### src/rtl/can_mobj_pkg.sv
package can_mobj_pkg;

  localparam int BYTE_W = 8;

  typedef enum logic [0:0] {
    SEL_CTRL = 1'b0,
    SEL_CFG  = 1'b1
  } reg_sel_e;

  // Control register bit positions
  localparam int CTRL_SR_BIT  = 0;
  localparam int CTRL_TS_BIT  = 1;
  localparam int CTRL_RSR_BIT = 2;
  localparam int CTRL_ACC_BIT = 3;

  // Config register bit positions
  localparam int CFG_EXT_BIT = 0;
  localparam int CFG_TIE_BIT = 1;
  localparam int CFG_RIE_BIT = 2;
  localparam int CFG_DLC_LSB = 4;

  typedef struct packed {
    logic sof;
    logic tx_ok;
    logic rx_remote;
    logic rx_data;
  } bus_evt_t;

endpackage

### src/rtl/can_mobj_flags.sv
module can_mobj_flags
  import can_mobj_pkg::*;
(
  input  logic             clk,
  input  logic             rst_n,
  input  logic             ctrl_wr,
  input  logic [BYTE_W-1:0] wdata,
  input  bus_evt_t         evt,
  output logic             send_req,
  output logic             xfer_done,
  output logic             remote_req,
  output logic             cpu_access
);

  logic sr_q, sr_d, sr_en;
  logic ts_q, ts_d, ts_en;
  logic rsr_q, rsr_d, rsr_en;
  logic acc_q, acc_d, acc_en;
  logic host_sr_set, host_ts_clr, bus_commit;

  assign host_sr_set = ctrl_wr & wdata[CTRL_SR_BIT];
  assign host_ts_clr = ctrl_wr & ~wdata[CTRL_TS_BIT];
  assign bus_commit  = evt.tx_ok | evt.rx_data;

  // Next-state logic
  always_comb begin
    sr_d  = sr_q;
    sr_en = 1'b0;
    if (host_sr_set) begin
      sr_d  = 1'b1;
      sr_en = 1'b1;
    end else if (evt.tx_ok) begin
      sr_d  = 1'b0;
      sr_en = 1'b1;
    end

    ts_d  = ts_q;
    ts_en = 1'b0;
    if (bus_commit) begin
      ts_d  = 1'b1;
      ts_en = 1'b1;
    end else if (host_ts_clr) begin
      ts_d  = 1'b0;
      ts_en = 1'b1;
    end

    rsr_d  = rsr_q;
    rsr_en = 1'b0;
    if (evt.rx_remote) begin
      rsr_d  = 1'b1;
      rsr_en = 1'b1;
    end else if (evt.tx_ok) begin
      rsr_d  = 1'b0;
      rsr_en = 1'b1;
    end else if (ctrl_wr) begin
      rsr_d  = wdata[CTRL_RSR_BIT];
      rsr_en = 1'b1;
    end

    acc_en = ctrl_wr;
    acc_d  = wdata[CTRL_ACC_BIT];
  end

  // State registers
  always_ff @(posedge clk or negedge rst_n) begin
    if (!rst_n) begin
      sr_q  <= 1'b0;
      ts_q  <= 1'b0;
      rsr_q <= 1'b0;
      acc_q <= 1'b0;
    end else begin
      if (sr_en)  sr_q  <= sr_d;
      if (ts_en)  ts_q  <= ts_d;
      if (rsr_en) rsr_q <= rsr_d;
      if (acc_en) acc_q <= acc_d;
    end
  end

  assign send_req   = sr_q;
  assign xfer_done  = ts_q;
  assign remote_req = rsr_q;
  assign cpu_access = acc_q;

  assert_sr_host_set_R1: assert property (@(posedge clk) disable iff (!rst_n)
    (ctrl_wr && wdata[CTRL_SR_BIT]) |=> send_req);

  assert_sr_hold_R1: assert property (@(posedge clk) disable iff (!rst_n)
    (!evt.tx_ok && !(ctrl_wr && wdata[CTRL_SR_BIT])) |=> $stable(send_req));

  assert_sr_bus_clear_R2: assert property (@(posedge clk) disable iff (!rst_n)
    (evt.tx_ok && !(ctrl_wr && wdata[CTRL_SR_BIT])) |=> !send_req);

  assert_ts_bus_set_R3: assert property (@(posedge clk) disable iff (!rst_n)
    (evt.tx_ok || evt.rx_data) |=> xfer_done);

  assert_rsr_remote_R4: assert property (@(posedge clk) disable iff (!rst_n)
    evt.rx_remote |=> remote_req);

  assert_rsr_sent_R4: assert property (@(posedge clk) disable iff (!rst_n)
    (evt.tx_ok && !evt.rx_remote) |=> !remote_req);

endmodule

### src/rtl/can_mobj_cfg.sv
module can_mobj_cfg
  import can_mobj_pkg::*;
#(
  parameter int DLC_W        = 4,
  parameter int MAX_TX_BYTES = 8,
  parameter int STD_ID_W     = 11,
  parameter int EXT_ID_W     = 29,
  localparam int IDW_W       = $clog2(EXT_ID_W + 1)
) (
  input  logic              clk,
  input  logic              rst_n,
  input  logic              cfg_wr,
  input  logic [BYTE_W-1:0] wdata,
  input  logic              rx_data,
  input  logic [DLC_W-1:0]  rx_dlc,
  output logic              ext_fmt,
  output logic              tx_ie,
  output logic              rx_ie,
  output logic [DLC_W-1:0]  dlc,
  output logic [DLC_W-1:0]  tx_bytes,
  output logic [IDW_W-1:0]  id_width
);

  localparam logic [DLC_W-1:0] MAX_BYTES_L = DLC_W'(MAX_TX_BYTES);
  localparam logic [IDW_W-1:0] STD_W_L     = IDW_W'(STD_ID_W);
  localparam logic [IDW_W-1:0] EXT_W_L     = IDW_W'(EXT_ID_W);

  logic             ext_q, tie_q, rie_q;
  logic             ext_d, tie_d, rie_d, opt_en;
  logic [DLC_W-1:0] dlc_q, dlc_d;
  logic             dlc_en;

  // Next-state logic
  always_comb begin
    opt_en = cfg_wr;
    ext_d  = wdata[CFG_EXT_BIT];
    tie_d  = wdata[CFG_TIE_BIT];
    rie_d  = wdata[CFG_RIE_BIT];

    dlc_d  = dlc_q;
    dlc_en = 1'b0;
    if (rx_data) begin
      dlc_d  = rx_dlc;
      dlc_en = 1'b1;
    end else if (cfg_wr) begin
      dlc_d  = wdata[CFG_DLC_LSB +: DLC_W];
      dlc_en = 1'b1;
    end
  end

  // State registers
  always_ff @(posedge clk or negedge rst_n) begin
    if (!rst_n) begin
      ext_q <= 1'b0;
      tie_q <= 1'b0;
      rie_q <= 1'b0;
      dlc_q <= '0;
    end else begin
      if (opt_en) begin
        ext_q <= ext_d;
        tie_q <= tie_d;
        rie_q <= rie_d;
      end
      if (dlc_en) dlc_q <= dlc_d;
    end
  end

  // Derived views
  always_comb begin
    tx_bytes = (dlc_q > MAX_BYTES_L) ? MAX_BYTES_L : dlc_q;
    id_width = ext_q ? EXT_W_L : STD_W_L;
  end

  assign ext_fmt = ext_q;
  assign tx_ie   = tie_q;
  assign rx_ie   = rie_q;
  assign dlc     = dlc_q;

  assert_rx_dlc_R6: assert property (@(posedge clk) disable iff (!rst_n)
    rx_data |=> (dlc == $past(rx_dlc)));

  assert_tx_bytes_R7: assert property (@(posedge clk) disable iff (!rst_n)
    (tx_bytes <= MAX_BYTES_L) && (tx_bytes <= dlc));

  assert_id_width_R8: assert property (@(posedge clk) disable iff (!rst_n)
    (cfg_wr && !rx_data) |=> (id_width == ($past(wdata[CFG_EXT_BIT]) ? EXT_W_L : STD_W_L)));

endmodule

### src/rtl/can_mobj_stamp.sv
module can_mobj_stamp
  import can_mobj_pkg::*;
#(
  parameter int TS_W   = 16,
  localparam int NBYTES = TS_W / BYTE_W
) (
  input  logic            clk,
  input  logic            rst_n,
  input  logic            sof,
  input  logic            commit,
  input  logic [TS_W-1:0] cnt_in,
  output logic [TS_W-1:0] stamp_bytes
);

  logic [TS_W-1:0] hold_q, hold_d;
  logic            hold_en;
  logic [TS_W-1:0] stamp_q;

  // Next-state logic for the holding register
  always_comb begin
    hold_en = sof;
    hold_d  = cnt_in;
  end

  always_ff @(posedge clk or negedge rst_n) begin
    if (!rst_n) begin
      hold_q <= '0;
    end else if (hold_en) begin
      hold_q <= hold_d;
    end
  end

  // One byte lane per stamp byte, lane 0 holds the low byte
  for (genvar b = 0; b < NBYTES; b++) begin : g_lane
    logic [BYTE_W-1:0] lane_d;
    logic              lane_en;

    always_comb begin
      lane_en = commit;
      lane_d  = hold_q[b*BYTE_W +: BYTE_W];
    end

    always_ff @(posedge clk or negedge rst_n) begin
      if (!rst_n) begin
        stamp_q[b*BYTE_W +: BYTE_W] <= '0;
      end else if (lane_en) begin
        stamp_q[b*BYTE_W +: BYTE_W] <= lane_d;
      end
    end
  end

  assign stamp_bytes = stamp_q;

  assert_stamp_hold_R5: assert property (@(posedge clk) disable iff (!rst_n)
    !commit |=> $stable(stamp_bytes));

  assert_stamp_commit_R5: assert property (@(posedge clk) disable iff (!rst_n)
    commit |=> (stamp_bytes == $past(hold_q)));

  assert_hold_capture_R5: assert property (@(posedge clk) disable iff (!rst_n)
    sof |=> (hold_q == $past(cnt_in)));

endmodule

### src/rtl/can_mobj_irq.sv
module can_mobj_irq (
  input  logic clk,
  input  logic rst_n,
  input  logic tx_ok,
  input  logic rx_data,
  input  logic tx_ie,
  input  logic rx_ie,
  output logic tx_irq,
  output logic rx_irq
);

  logic tx_q, tx_d, rx_q, rx_d;

  always_comb begin
    tx_d = tx_ok & tx_ie;
    rx_d = rx_data & rx_ie;
  end

  always_ff @(posedge clk or negedge rst_n) begin
    if (!rst_n) begin
      tx_q <= 1'b0;
      rx_q <= 1'b0;
    end else begin
      tx_q <= tx_d;
      rx_q <= rx_d;
    end
  end

  assign tx_irq = tx_q;
  assign rx_irq = rx_q;

  assert_tx_irq_cause_R9: assert property (@(posedge clk) disable iff (!rst_n)
    tx_irq |-> $past(tx_ok && tx_ie));

  assert_rx_irq_cause_R9: assert property (@(posedge clk) disable iff (!rst_n)
    rx_irq |-> $past(rx_data && rx_ie));

endmodule

### src/rtl/can_mobj_status.sv
module can_mobj_status
  import can_mobj_pkg::*;
#(
  parameter int DLC_W        = 4,
  parameter int TS_W         = 16,
  parameter int MAX_TX_BYTES = 8,
  parameter int STD_ID_W     = 11,
  parameter int EXT_ID_W     = 29,
  localparam int IDW_W       = $clog2(EXT_ID_W + 1)
) (
  input  logic              clk,
  input  logic              rst_n,
  input  logic              cpu_wr_en,
  input  logic              cpu_wr_sel,
  input  logic [7:0]        cpu_wr_data,
  input  logic              bus_sof,
  input  logic              bus_tx_ok,
  input  logic              bus_rx_remote,
  input  logic              bus_rx_data,
  input  logic [DLC_W-1:0]  bus_rx_dlc,
  input  logic [TS_W-1:0]   free_cnt,
  output logic              send_req,
  output logic              xfer_done,
  output logic              remote_req,
  output logic              cpu_access,
  output logic              ext_fmt,
  output logic [IDW_W-1:0]  id_width,
  output logic [DLC_W-1:0]  dlc,
  output logic [DLC_W-1:0]  tx_bytes,
  output logic [TS_W-1:0]   stamp_bytes,
  output logic              tx_irq,
  output logic              rx_irq
);

  // Reset: asserted asynchronously, released on the clock
  logic [1:0] rst_sync_q;
  logic       rst_int_n;

  always_ff @(posedge clk or negedge rst_n) begin
    if (!rst_n) begin
      rst_sync_q <= 2'b00;
    end else begin
      rst_sync_q <= {rst_sync_q[0], 1'b1};
    end
  end
  assign rst_int_n = rst_sync_q[1];

  // Write decode and event bundling
  logic     ctrl_wr, cfg_wr;
  bus_evt_t evt;
  logic     tie, rie;

  always_comb begin
    ctrl_wr       = cpu_wr_en & (reg_sel_e'(cpu_wr_sel) == SEL_CTRL);
    cfg_wr        = cpu_wr_en & (reg_sel_e'(cpu_wr_sel) == SEL_CFG);
    evt.sof       = bus_sof;
    evt.tx_ok     = bus_tx_ok;
    evt.rx_remote = bus_rx_remote;
    evt.rx_data   = bus_rx_data;
  end

  can_mobj_flags u_flags (
    .clk        (clk),
    .rst_n      (rst_int_n),
    .ctrl_wr    (ctrl_wr),
    .wdata      (cpu_wr_data),
    .evt        (evt),
    .send_req   (send_req),
    .xfer_done  (xfer_done),
    .remote_req (remote_req),
    .cpu_access (cpu_access)
  );

  can_mobj_cfg #(
    .DLC_W        (DLC_W),
    .MAX_TX_BYTES (MAX_TX_BYTES),
    .STD_ID_W     (STD_ID_W),
    .EXT_ID_W     (EXT_ID_W)
  ) u_cfg (
    .clk      (clk),
    .rst_n    (rst_int_n),
    .cfg_wr   (cfg_wr),
    .wdata    (cpu_wr_data),
    .rx_data  (bus_rx_data),
    .rx_dlc   (bus_rx_dlc),
    .ext_fmt  (ext_fmt),
    .tx_ie    (tie),
    .rx_ie    (rie),
    .dlc      (dlc),
    .tx_bytes (tx_bytes),
    .id_width (id_width)
  );

  can_mobj_stamp #(
    .TS_W (TS_W)
  ) u_stamp (
    .clk         (clk),
    .rst_n       (rst_int_n),
    .sof         (bus_sof),
    .commit      (bus_tx_ok | bus_rx_data),
    .cnt_in      (free_cnt),
    .stamp_bytes (stamp_bytes)
  );

  can_mobj_irq u_irq (
    .clk     (clk),
    .rst_n   (rst_int_n),
    .tx_ok   (bus_tx_ok),
    .rx_data (bus_rx_data),
    .tx_ie   (tie),
    .rx_ie   (rie),
    .tx_irq  (tx_irq),
    .rx_irq  (rx_irq)
  );

  assert_reset_quiet_R10: assert property (@(posedge clk) disable iff (!rst_int_n)
    $rose(rst_int_n) |-> (!send_req && !xfer_done && !remote_req && !tx_irq && !rx_irq));

endmodule

### config.mk
export PLATFORM = sky130hd
export DESIGN_NAME = can_mobj_status
export DESIGN_NICKNAME = d
export VERILOG_FILES = /design/src/rtl/can_mobj_pkg.sv /design/src/rtl/can_mobj_flags.sv /design/src/rtl/can_mobj_cfg.sv /design/src/rtl/can_mobj_stamp.sv /design/src/rtl/can_mobj_irq.sv /design/src/rtl/can_mobj_status.sv
export SDC_FILE = /design/constraint.sdc
export NUM_CORES = 1
export LEC_CHECK = 0
export ABC_AREA = 1
export BUFFER_PORTS_ARGS = -buffer_cell sky130_fd_sc_hd__buf_2
export CAP_MARGIN = 20
export CORE_MARGIN = 2
export CORE_UTILIZATION = 48
export CTS_CLUSTER_SIZE = 16
export DETAILED_ROUTE_END_ITERATION = 8
export GPL_ROUTABILITY_DRIVEN = 0
export HOLD_SLACK_MARGIN = 0.06
export PLACE_DENSITY_LB_ADDON = 0.15
export SLEW_MARGIN = 20
export SYNTH_ARGS = -nofsm -noshare
export SYNTH_HDL_FRONTEND = slang
export SYNTH_SLANG_ARGS = --single-unit
### constraint.sdc
create_clock -name clk -period 1.9 [get_ports clk]
set_clock_uncertainty 0.1 [all_clocks]
set_input_delay 0 -clock clk [delete_from_list [all_inputs] [get_ports clk]]
set_output_delay 0 -clock clk [all_outputs]
set_load 0.05 [all_outputs]
After elaboration in Yosys (flattened, before gate mapping)
Cells that the tools add are included.
{ "word_totals": {"reg_bits": 47, "output_inout_bits": 36, "wordCells": 52} }
{ "classes": {"order_cmp": 1, "mux": 20, "n_bitwise": 9, "reduce_logical": 8} }
{ "ops": {"columns": ["cell", "n"], "rows": [
  ["$mux 1", 16],
  ["$mux 4", 3],
  ["$reduce_and 2->1", 4],
  ["$and 1x1->1", 6],
  ["$reduce_bool 2->1", 3],
  ["$mux 5", 1],
  ["$gt 4x4->1 const B", 1],
  ["$reduce_bool 3->1", 1],
  ["$not 1->1", 2],
  ["$or 1x1->1", 1]
]} }

Depth between registers and ports, before layout
Gate-level depths: netlist (run 1).
{ "logic_depth": {"word_depth": 6, "mapped_depth": 5} }

Modules after synthesis
Synthesis (run 1) repeated with hierarchy kept, for this count alone.
{ "unflattened": {"cells_unflattened": 221, "hier_area_um2": 1928.1} }
{ "by_module_without_submodules": {"columns": ["mod", "n_inst", "cells_each", "area_per_inst_um2", "seq_area_each_um2"], "rows": [
  ["can_mobj_stamp", 1, 136, 1246.2, 800.8],
  ["can_mobj_cfg", 1, 47, 360.3, 175.2],
  ["can_mobj_flags", 1, 22, 173.9, 100.1],
  ["can_mobj_status", 1, 10, 82.6, 50.0],
  ["can_mobj_irq", 1, 6, 65.1, 50.0]
]} }

Worst setup path before layout (run 1)
OpenSTA, ideal clock, no wires.
{ "synth_timing": {"path_type": "flip-flop to output port", "startpoint": "register u_cfg.dlc_q[0], in the netlist u_cfg.dlc[0]", "endpoint": "output tx_bytes[0]", "t_arrival_ns": 1.357, "required_ns": 1.800, "setup_slack_ns": 0.443, "stages_incl_launch_ff": 3, "n_path_buf": 0, "cell_sequence": "dfrtp_1 inv_1 nor2_1"} }
{ "synth_between": {"elab_chain_cells": 2} }
{ "synth_lines": {"columns": ["element", "line", "text"], "rows": [
  ["start, declared", "can_mobj_cfg.sv:30", "logic [DLC_W-1:0] dlc_q, dlc_d;"],
  ["start signal, assigned", "can_mobj_cfg.sv:64", "if (dlc_en) dlc_q <= dlc_d;"],
  ["$gt 4x4->1", "can_mobj_cfg.sv:70", "tx_bytes = (dlc_q > MAX_BYTES_L) ? MAX_BYTES_L : dlc_q;"],
  ["$mux 4 *", "can_mobj_cfg.sv:70", null],
  ["end, declared", "can_mobj_status.sv:29", "output logic [DLC_W-1:0] tx_bytes,"]
]} }
Mark *: on every way between the ends. The rest lies on a longest branch, timed or not.

Worst setup path after layout (run 1)
{ "layout_timing": {"startpoint": "input bus_rx_data", "endpoint": "register u_cfg.dlc_q[2], in the netlist u_cfg.dlc[2]"} }
{ "layout_between": {"elab_chain_cells": 2, "word_cells_on_any_way": 4, "cone_classes": "mux (2); reduce/logical (2)"} }
{ "layout_lines": {"columns": ["element", "line", "text"], "rows": [
  ["start, declared", "can_mobj_status.sv:19", "input logic bus_rx_data,"],
  ["$reduce_bool 2->1 (no line) or $mux 1 (tied branches)", null, null],
  ["$reduce_and 2->1 (no line)", null, null]
]} }
Parallel ways exist; a longest one is shown, timed or not.
A chain may end at the register's enable or synchronous reset.

==> results of run 1 <==
[stage by stage]
step / hold WS, ns / area [um2] / instances / setup WS (ns)
floorplan: -0.396 / 1960 / 208 / 0.395
global placement: -0.315 / 2300 / 319 / 0.918
detailed placement: -0.313 / 2300 / 319 / 0.885
CTS: 0.0644 / 2810 / 368 / 0.0669
global route: 0.120 / 2800 / 367 / 0.235
finish: 0.0675 / 2800 / 367 / 0.313
[worst max path at each step]
stage / startpoint / endpoint / slack (ns) / depth (start not counted)
after CTS: bus_rx_dlc[0] / u_cfg.dlc[0] / 0.07 / 8
after detailed placement: bus_rx_data / u_stamp.stamp_bytes[9] / 0.88 / 5
after global routing: bus_rx_data / u_cfg.dlc[3] / 0.23 / 8
final: bus_rx_data / u_cfg.dlc[2] / 0.31 / 8
after floorplan: rst_sync_q[1] / u_cfg.dlc[0] / 0.39 / 0
after global placement: bus_rx_data / u_stamp.stamp_bytes[15] / 0.92 / 5
[synthesized netlist by cell type]
master / n / share of area [%]
buf_6: 2 / 1.2
conb_1: 1 / 0.19
o21ai_0: 19 / 4.9
inv_1: 27 / 5.2
nand2_1: 68 / 13
buf_12: 1 / 1.0
clkbuf_1: 2 / 0.39
dfrtp_1: 47 / 60
buf_4: 4 / 1.5
nor2_4: 1 / 0.58
buf_2: 2 / 0.51
nor2_1: 4 / 0.77
o21ai_2: 16 / 7.2
inv_2: 1 / 0.19
nand2_2: 3 / 0.96
nand3_1: 8 / 2.1
[tightest hold or removal path: stages]
cell and delay (ns):
buf_2 0.25, nand2_1 0.10, o21ai_0 0.06
[layout make-up]
class,instances,share of cell area [%]
flip-flops and latches,47,42.0
repair buffers,112,27.5
multi-input cells,122,20.9
inverters,28,3.75
clock buffers,8,3.57
well taps,50,2.23
[layer usage]
layer	up-vias	share of wire (%)	GRT usage (%)
met1	773	41	22.1
met5	-	0	0
met3	9	6.2	6.00
met2	52	51	37.0
li1	845	-	-
met4	0	2.1	7.65
[kinds of logic (layout without fill, tap and decap cells)]
group | after synthesis | after routing | share of synthesized area (%)
compound gates | 35 | 35 | 12.1
buf+inv | 39 | 148 | 10.0
flops | 47 | 47 | 60.3
other cells | 1 | 3 | 0.192
simple gates | 84 | 84 | 17.4
[state kept, by name (all words and copies together) (netlist names)]
signal	cells
u_cfg.dlc	4
u_cfg.rx_ie	1
u_flags.cpu_access	1
u_stamp.stamp_bytes	16
u_stamp.hold_q	16
u_irq.rx_irq	1
u_flags.send_req	1
u_flags.xfer_done	1
u_irq.tx_irq	1
u_cfg.tx_ie	1
u_cfg.ext_fmt	1
u_flags.remote_req	1
rst_sync_q	2
[power by group]
| part | switching (mW) | internal (mW) |
|---|---|---|
| Clock | 0.300 | 0.332 |
| Combinational | 0.462 | 0.202 |
| Sequential | 0.0583 | 1.10 |
| Total | 0.820 | 1.63 |
[repair_timing]
action,4_1_cts,5_1_grt
gates resized for setup,0,2
setup endpoints to repair,0,2
hold endpoints to repair,31,0
hold buffers,41,0
setup buffers,0,0
==> impl_metrics.py, run 1 <==
metrics = {
    "timing": {
        "hold_viol": 0,
        "fmax_mhz": 630,
        "final.period_utilization_pct": 83.5,
        "finalSetupViolations": 0,
        "min_period_ns": 1.59,
        "rsz0062_at_grt": "no",
        "fin_tns_setup_ns": 0,
        "slew_viol_final": 0,
    },
    "floorplan": {
        "die_h_um": 67.7,
        "start_util_pct": 49.5,
        "dieArea_mm2": 0.00459,
        "dieWidth_um": 67.7,
        "core-area_mm2": 0.00394,
        "fp-row-count": 23,
        "io_pins": 72,
    },
    "placed_design": {
        "hpwl_mm": 2.57,
        "io_buffers": 69,
    },
    "min_path": {
        "whs_endpoint": "u_stamp.hold_q[0]",
        "min_path_type": "input port to flip-flop",
        "hold_path_depth": 3,
        "worstHoldStart": "bus_sof",
    },
    "power": {
        "power.leakage_nw": 1.50,
        "power_mw": 2.45,
        "ir_worst_vdd_v": 0.000562,
        "p_per_area_mw_per_mm2": 875,
    },
    "clock_network": {
        "cts.path.max_buffers": 2,
        "cts_buffers": 5,
        "htreeDepth": 2,
        "cts.clk_slew.worst_paths_ns": 0.08,
        "cts_tree": "yes",
        "root_buffer": "clkbuf_8",
        "cts.sinks": 47,
        "clk_latency_ns": 0.29,
    },
    "critical_path": {
        "cpLargestDelayFamily": "buffers and inverters",
        "cpMostUsedCell": "nand2_1",
        "cp_slowest_cell": "dlygate4sd3_1",
        "r2r_end": "u_flags.remote_req",
        "r2r_start": "u_flags.remote_req",
        "startpoint_type": "input port",
        "critPathCaptureType": "flip-flop",
        "critPathKind": "input port to flip-flop",
        "cpPeakStageDelay_ns": 0.63,
        "crit_chain": "buf_2, dlygate4sd3_1, inv_2, nand2_1, nand2_1, dlygate4sd3_1, nand2_1, nand2_1",
        "critical_path_buf_inv_count": 4,
        "r2r_slack_ns": 0.59,
        "worstRegToRegCells": 3,
        "cp_max_fo": 9,
        "cp_data_arrival_time_ns": 1.67,
        "crit_required_ns": 1.98,
    },
    "synthesis": {
        "syn_inst": 206,
        "yosys_warnings": 0,
        "syn_area_mm2": 0.00195,
        "synth_seq_cells": 47,
        "synth.avg_cell_area_um2": 9.47,
        "seq_area_frac_synth_pct": 60.3,
        "ys_types": 16,
    },
    "routing": {
        "dr_total_vias": 1679,
        "wirelength_mm": 4.14,
        "postRouteAntennaNets": 0,
        "drcViolationCount": 0,
        "wire_per_inst_um": 11.3,
        "firstDrtPassIters": 4,
        "vias_per_cell": 4.57,
        "initialDrtViolationCount": 73,
    },
    "cells_and_area": {
        "fillers": 289,
        "layout_common_cells": "69 x buf_2, 68 x nand2_1, 46 x dfrtp_1",
        "drive_above_1_share_pct": 32.2,
        "antennaDiodeCount": 0,
        "multi_input_area_um2": 587,
        "fin_util_pct": 71.1,
        "final_common_cell": "buf_2",
        "area.sequential_mm2": 0.00118,
        "areaGrowthSynthToFinish_pct": 43.7,
        "nNetsFinal": 352,
    },
    "global_route": {
        "grt_pass1_wl_mm": 6.77,
        "gr-total-overflow": 0,
        "grt_max_degree": 34,
        "antenna_found_initial": 0,
        "first_global_vias": 1643,
        "track_usage_pct": 20.3,
    },
    "run_status": {
        "status": "completed",
    },
    "run": {
        "maxCapViolations": 0,
    },
}
Note: power is estimated with default switching activity, not from simulation.
==> run 2: changes to the inputs <==
--- a/config.mk
+++ b/config.mk
@@ -9,7 +9,7 @@
 export BUFFER_PORTS_ARGS = -buffer_cell sky130_fd_sc_hd__buf_2
 export CAP_MARGIN = 20
 export CORE_MARGIN = 2
-export CORE_UTILIZATION = 48
+export CORE_UTILIZATION = 44
 export CTS_CLUSTER_SIZE = 16
 export DETAILED_ROUTE_END_ITERATION = 8
 export GPL_ROUTABILITY_DRIVEN = 0
==> constraint.sdc (replaced) <==
create_clock -name clk -period 1.4 [get_ports clk]
set_clock_uncertainty 0.1 [all_clocks]
set_input_delay 0 -clock clk [delete_from_list [all_inputs] [get_ports clk]]
set_output_delay 0 -clock clk [all_outputs]
set_load 0.05 [all_outputs]
==> run 2 against run 1 <==
Net effect: global-route usage is 3.0 points lower; first-iteration DRC count is 8.2% higher; utilization is 6.0 points lower; sequential share of layout area is 0.21 points lower; final cell count is 0.27% higher; critical path type unchanged.
==> impl_metrics.py, run 2 (same netlist as run 1, synthesis figures left out) <==
metrics = {
    "run_status": {
        "status": "completed",
    },
    "critical_path": {
        "startpoint": "cpu_wr_en",
        "critPathCaptureType": "flip-flop",
        "crit_required_ns": 1.48,
        "critPathKind": "input port to flip-flop",
        "cp_data_arrival_time_ns": 1.44,
        "cp_max_fo": 5,
        "r2r_start": "u_flags.send_req",
        "startpoint_type": "input port",
    },
    "timing": {
        "slew_viol_final": 0,
        "finalSetupViolations": 0,
        "hold_viol": 0,
        "final.period_utilization_pct": 97.3,
        "rsz0062_at_grt": "no",
        "holdWs_ns": 0.0768,
        "min_period_ns": 1.36,
        "fin_tns_setup_ns": 0,
        "setup_ws_ns": 0.0384,
        "fmax_mhz": 734,
    },
    "power": {
        "p_per_area_mw_per_mm2": 1140,
        "power.leakage_nw": 1.50,
        "power_mw": 3.21,
        "ir_worst_vdd_v": 0.000756,
    },
    "floorplan": {
        "start_util_pct": 45.1,
        "io_pins": 72,
        "core-area_mm2": 0.00432,
        "fp-row-count": 24,
        "dieArea_mm2": 0.00498,
        "die_h_um": 70.6,
        "dieWidth_um": 70.6,
    },
    "routing": {
        "dr_total_vias": 1635,
        "wirelength_mm": 4.02,
        "wire_per_inst_um": 10.9,
        "initialDrtViolationCount": 79,
        "firstDrtPassIters": 4,
        "drcViolationCount": 0,
        "postRouteAntennaNets": 0,
        "vias_per_cell": 4.44,
    },
    "placed_design": {
        "postPlaceCellArea_mm2": 0.00233,
        "place_ws_ns": 0.479,
        "hpwl_mm": 2.62,
        "placed_cells": 321,
        "io_buffers": 69,
    },
    "cells_and_area": {
        "antennaDiodeCount": 0,
        "fin_util_pct": 65.1,
        "nNetsFinal": 352,
        "areaGrowthSynthToFinish_pct": 44.4,
        "layout_common_cells": "68 x nand2_1, 68 x buf_2, 46 x dfrtp_1",
        "drive_above_1_share_pct": 32.3,
        "final_cell_count_no_fill": 368,
        "fillers": 372,
        "finish.instance_area_mm2": 0.00282,
    },
    "global_route": {
        "antenna_found_initial": 0,
        "grt_max_degree": 34,
        "grt_pass1_wl_mm": 6.78,
        "gr-total-overflow": 0,
        "first_global_vias": 1483,
        "track_usage_pct": 17.3,
    },
    "clock_network": {
        "cts_setup_buffers": 0,
        "cts.sinks": 47,
        "cts_buffers": 5,
        "cts_tree": "yes",
        "root_buffer": "clkbuf_8",
        "cts.path.max_buffers": 2,
        "htreeDepth": 2,
        "cts.clk_slew.worst_paths_ns": 0.08,
        "clk_latency_ns": 0.29,
    },
    "min_path": {
        "min_path_type": "flip-flop to async pin",
    },
    "run": {
        "maxCapViolations": 0,
    },
}
[run 2: worst paths after layout]
path / endpoint / slack, ns / depth (start not counted)
setup / recovery: u_flags.send_req / 0.04 / 5
hold / removal: u_stamp.stamp_bytes[12] / 0.08 / 0
setup reg to reg: u_flags.send_req / 0.13 / 3
hold reg to reg: u_stamp.stamp_bytes[12] / 0.08 / 0
max in group asynchronous: rst_sync_q[1] / 0.60 / 3
min in group clk: u_stamp.hold_q[13] / 0.08 / 3
[run 2: where the power goes]
part	total [mW]	internal (mW)	switching (mW)
Combinational	0.911	0.281	0.630
Clock	0.729	0.344	0.385
Sequential	1.57	1.49	0.0775
Total	3.21	2.12	1.09
[run 2: worst max-delay path: stages]
cell,delay (ns)
dlygate4sd3_1,0.55
buf_4,0.16
nand2_1,0.10
o21ai_0,0.08
dlygate4sd3_1,0.55
[run 2: cell type report]
type	count	area (um2)	area share [%]
Clock buffer	7	76.3	2.71
Inverter	28	105	3.73
Multi-Input combinational cell	122	594	21.1
Tap cell	52	65.1	2.31
Timing Repair Buffer	112	798	28.3
Sequential cell	47	1180	41.8
[run 2: timing repair]
action	CTS	global route
hold buffers	40	1
setup endpoints to repair	0	4
endpoints found under the hold margin	31	1
gates resized for setup	0	2
[run 2: metal layers]
layer | GRT usage (%) | up-vias | routed length, um
li1 | - | 841 | -
met1 | 23.2 | 729 | 1850
met2 | 27.7 | 63 | 1900
met3 | 5.27 | 2 | 248
met4 | 5.03 | 0 | 24
met5 | 0 | - | 0
==> run 3: changes to the inputs <==
--- a/config.mk
+++ b/config.mk
@@ -14,7 +14,7 @@
 export DETAILED_ROUTE_END_ITERATION = 8
 export GPL_ROUTABILITY_DRIVEN = 0
 export HOLD_SLACK_MARGIN = 0.06
-export PLACE_DENSITY_LB_ADDON = 0.15
+export PLACE_DENSITY = 0.82
 export SLEW_MARGIN = 20
 export SYNTH_ARGS = -nofsm -noshare
 export SYNTH_HDL_FRONTEND = slang
==> run 3 against run 2 <==
Net effect: wire length increased by 10%; final area increased by 2.4%; hold slack got worse by 0.0087 ns; non-clock buffer count increased by 1; die area unchanged; highest routed layer unchanged; clock power increased by 37%; count of clock-buffer cells in the layout decreased by 1; power increased by 9.2%; fmax decreased by 2.0%; sequential share of layout area decreased by 0.96 points.
==> impl_metrics.py, run 3 (same netlist as run 1, synthesis figures left out) <==
metrics = {
    "cells_and_area": {
        "drive_above_1_share_pct": 33.3,
        "multi_input_area_um2": 597,
        "areaGrowthSynthToFinish_pct": 47.8,
        "layout_common_cells": "68 x buf_2, 67 x nand2_1, 46 x dfrtp_1",
        "antennaDiodeCount": 0,
        "fillers": 341,
        "area.sequential_mm2": 0.00118,
        "final_common_cell": "buf_2",
        "nNetsFinal": 353,
    },
    "critical_path": {
        "crit_required_ns": 1.49,
        "critPathCaptureType": "flip-flop",
        "cpPeakStageDelay_ns": 0.55,
        "cp_data_arrival_time_ns": 1.48,
        "cp_max_fo": 5,
        "startpoint_type": "input port",
        "critPathKind": "input port to flip-flop",
        "critical_path_buf_inv_count": 3,
        "cp_slowest_cell": "dlygate4sd3_1",
        "cpMostUsedCell": "nand2_1",
        "crit_chain": "dlygate4sd3_1, buf_2, nand2_2, dlygate4sd3_1, nand2_1, nand2_1, nand2_1",
        "r2r_slack_ns": 0.40,
        "cpLargestDelayFamily": "buffers and inverters",
    },
    "routing": {
        "dr_total_vias": 1708,
        "top_layer": "met4",
        "wirelength_mm": 4.43,
        "initialDrtViolationCount": 105,
        "postRouteAntennaNets": 0,
        "vias_per_cell": 4.62,
        "drcViolationCount": 0,
        "firstDrtPassIters": 4,
        "wire_per_inst_um": 12.0,
        "wl_met1_mm": 1.83,
        "route.met3.wl_um": 301,
        "wl_met2_mm": 2.24,
    },
    "clock_network": {
        "cts.sinks": 47,
        "cts_buffers": 5,
        "cts.clk_slew.worst_paths_ns": 0.08,
        "cts.path.max_buffers": 2,
        "clk_latency_ns": 0.29,
        "cts_tree": "yes",
        "htreeDepth": 2,
        "cts_setup_buffers": 0,
        "root_buffer": "clkbuf_8",
    },
    "timing": {
        "fmax_mhz": 719,
        "hold_viol": 0,
        "slew_viol_final": 0,
        "min_period_ns": 1.39,
        "setup_ws_ns": 0.00997,
        "final.period_utilization_pct": 99.3,
        "finalSetupViolations": 0,
    },
    "power": {
        "comb_power_share_pct": 26.6,
        "power.leakage_nw": 1.54,
        "ir_worst_vdd_v": 0.000670,
        "p_int_mw": 2.36,
        "p_sw_share_pct": 32.8,
        "p_seq_share_pct": 44.8,
        "p_switching_mw": 1.15,
        "power_frac_clock_pct": 28.6,
        "p_per_area_mw_per_mm2": 1220,
        "power_mw": 3.50,
    },
    "run_status": {
        "status": "completed",
    },
    "global_route": {
        "grt_pass1_wl_mm": 7.34,
        "grt_max_degree": 34,
        "first_global_vias": 1683,
        "antenna_found_initial": 0,
        "track_usage_pct": 18.6,
        "gr-total-overflow": 0,
    },
    "placed_design": {
        "io_buffers": 69,
        "place_ws_ns": 0.481,
        "hpwl_mm": 2.66,
    },
    "floorplan": {
        "dieWidth_um": 70.6,
        "fp-row-count": 24,
        "die_h_um": 70.6,
        "io_pins": 72,
        "start_util_pct": 45.1,
        "core-area_mm2": 0.00432,
        "dieArea_mm2": 0.00498,
    },
    "min_path": {
        "min_path_type": "input port to flip-flop",
    },
    "run": {
        "maxCapViolations": 0,
    },
}
## run 3: layout make-up
cell class / count / area share (%)
sequential: 47 / 40.8
timing repair buffer: 113 / 28.5
inverter: 28 / 3.65
clock inverter: 2 / 1.22
clock buffer: 6 / 2.86
tap: 52 / 2.26
multi-input combinational: 122 / 20.7
## run 3: per-stage QoR
stage | hold WS, ns | std cells | instance area, um2 | setup TNS, ns | utilization (%)
2_1_floorplan | -0.396 | 208 | 1970 | 0 | -
4_1_cts | 0.0661 | 370 | 2880 | 0 | 66.5
3_5_place_dp | -0.313 | 321 | 2350 | 0 | 54.3
5_1_grt | 0.107 | 370 | 2880 | -0.0147 | 66.7
3_3_place_gp | -0.313 | 321 | 2350 | 0 | 54.3
6_report | 0.0682 | 370 | 2880 | 0 | 66.7
## run 3: layer usage
layer	vias to the layer above	track usage [%]
met2	73	32.9
met4	0	6.29
met3	6	3.42
met1	777	23.0
li1	852	-
met5	-	0
## run 3: timing repair
item / CTS / global route
hold endpoints to repair: 31 / 1
endpoints found under the setup margin: 0 / 3
gates resized for setup: 0 / 3
hold buffers: 41 / 1
## run 3: final timing paths
check                           cells past startpoint                     end              from
worst max register to register                      3        u_flags.send_req  u_flags.send_req
worst min register to register                      0  u_stamp.stamp_bytes[6]     rst_sync_q[1]
max in group asynchronous                           3           rst_sync_q[1]             rst_n
min in group asynchronous                           0  u_stamp.stamp_bytes[6]     rst_sync_q[1]
worst max-delay path                                7      u_flags.remote_req         cpu_wr_en
worst min-delay path                                3       u_stamp.hold_q[5]           bus_sof
## run 3: worst reg2reg max path, delay by kind of cell (launching register included)
kind,cells,cell delay (ns)
flops,1,0.39
buf+inv,1,0.26
simple gates,1,0.07
compound gates,1,0.07
## run 3: power groups by stage
| stage | Combinational [mW] | Clock [mW] | Sequential, mW |
|---|---|---|---|
| after floorplan | 0.325 | 0 | 1.89 |
| after global placement | 0.820 | 0 | 1.59 |
| after detailed placement | 0.833 | 0 | 1.60 |
| after CTS | 0.924 | 1.04 | 1.57 |
| after global routing | 0.997 | 1.08 | 1.59 |
| final | 0.930 | 1.00 | 1.57 |
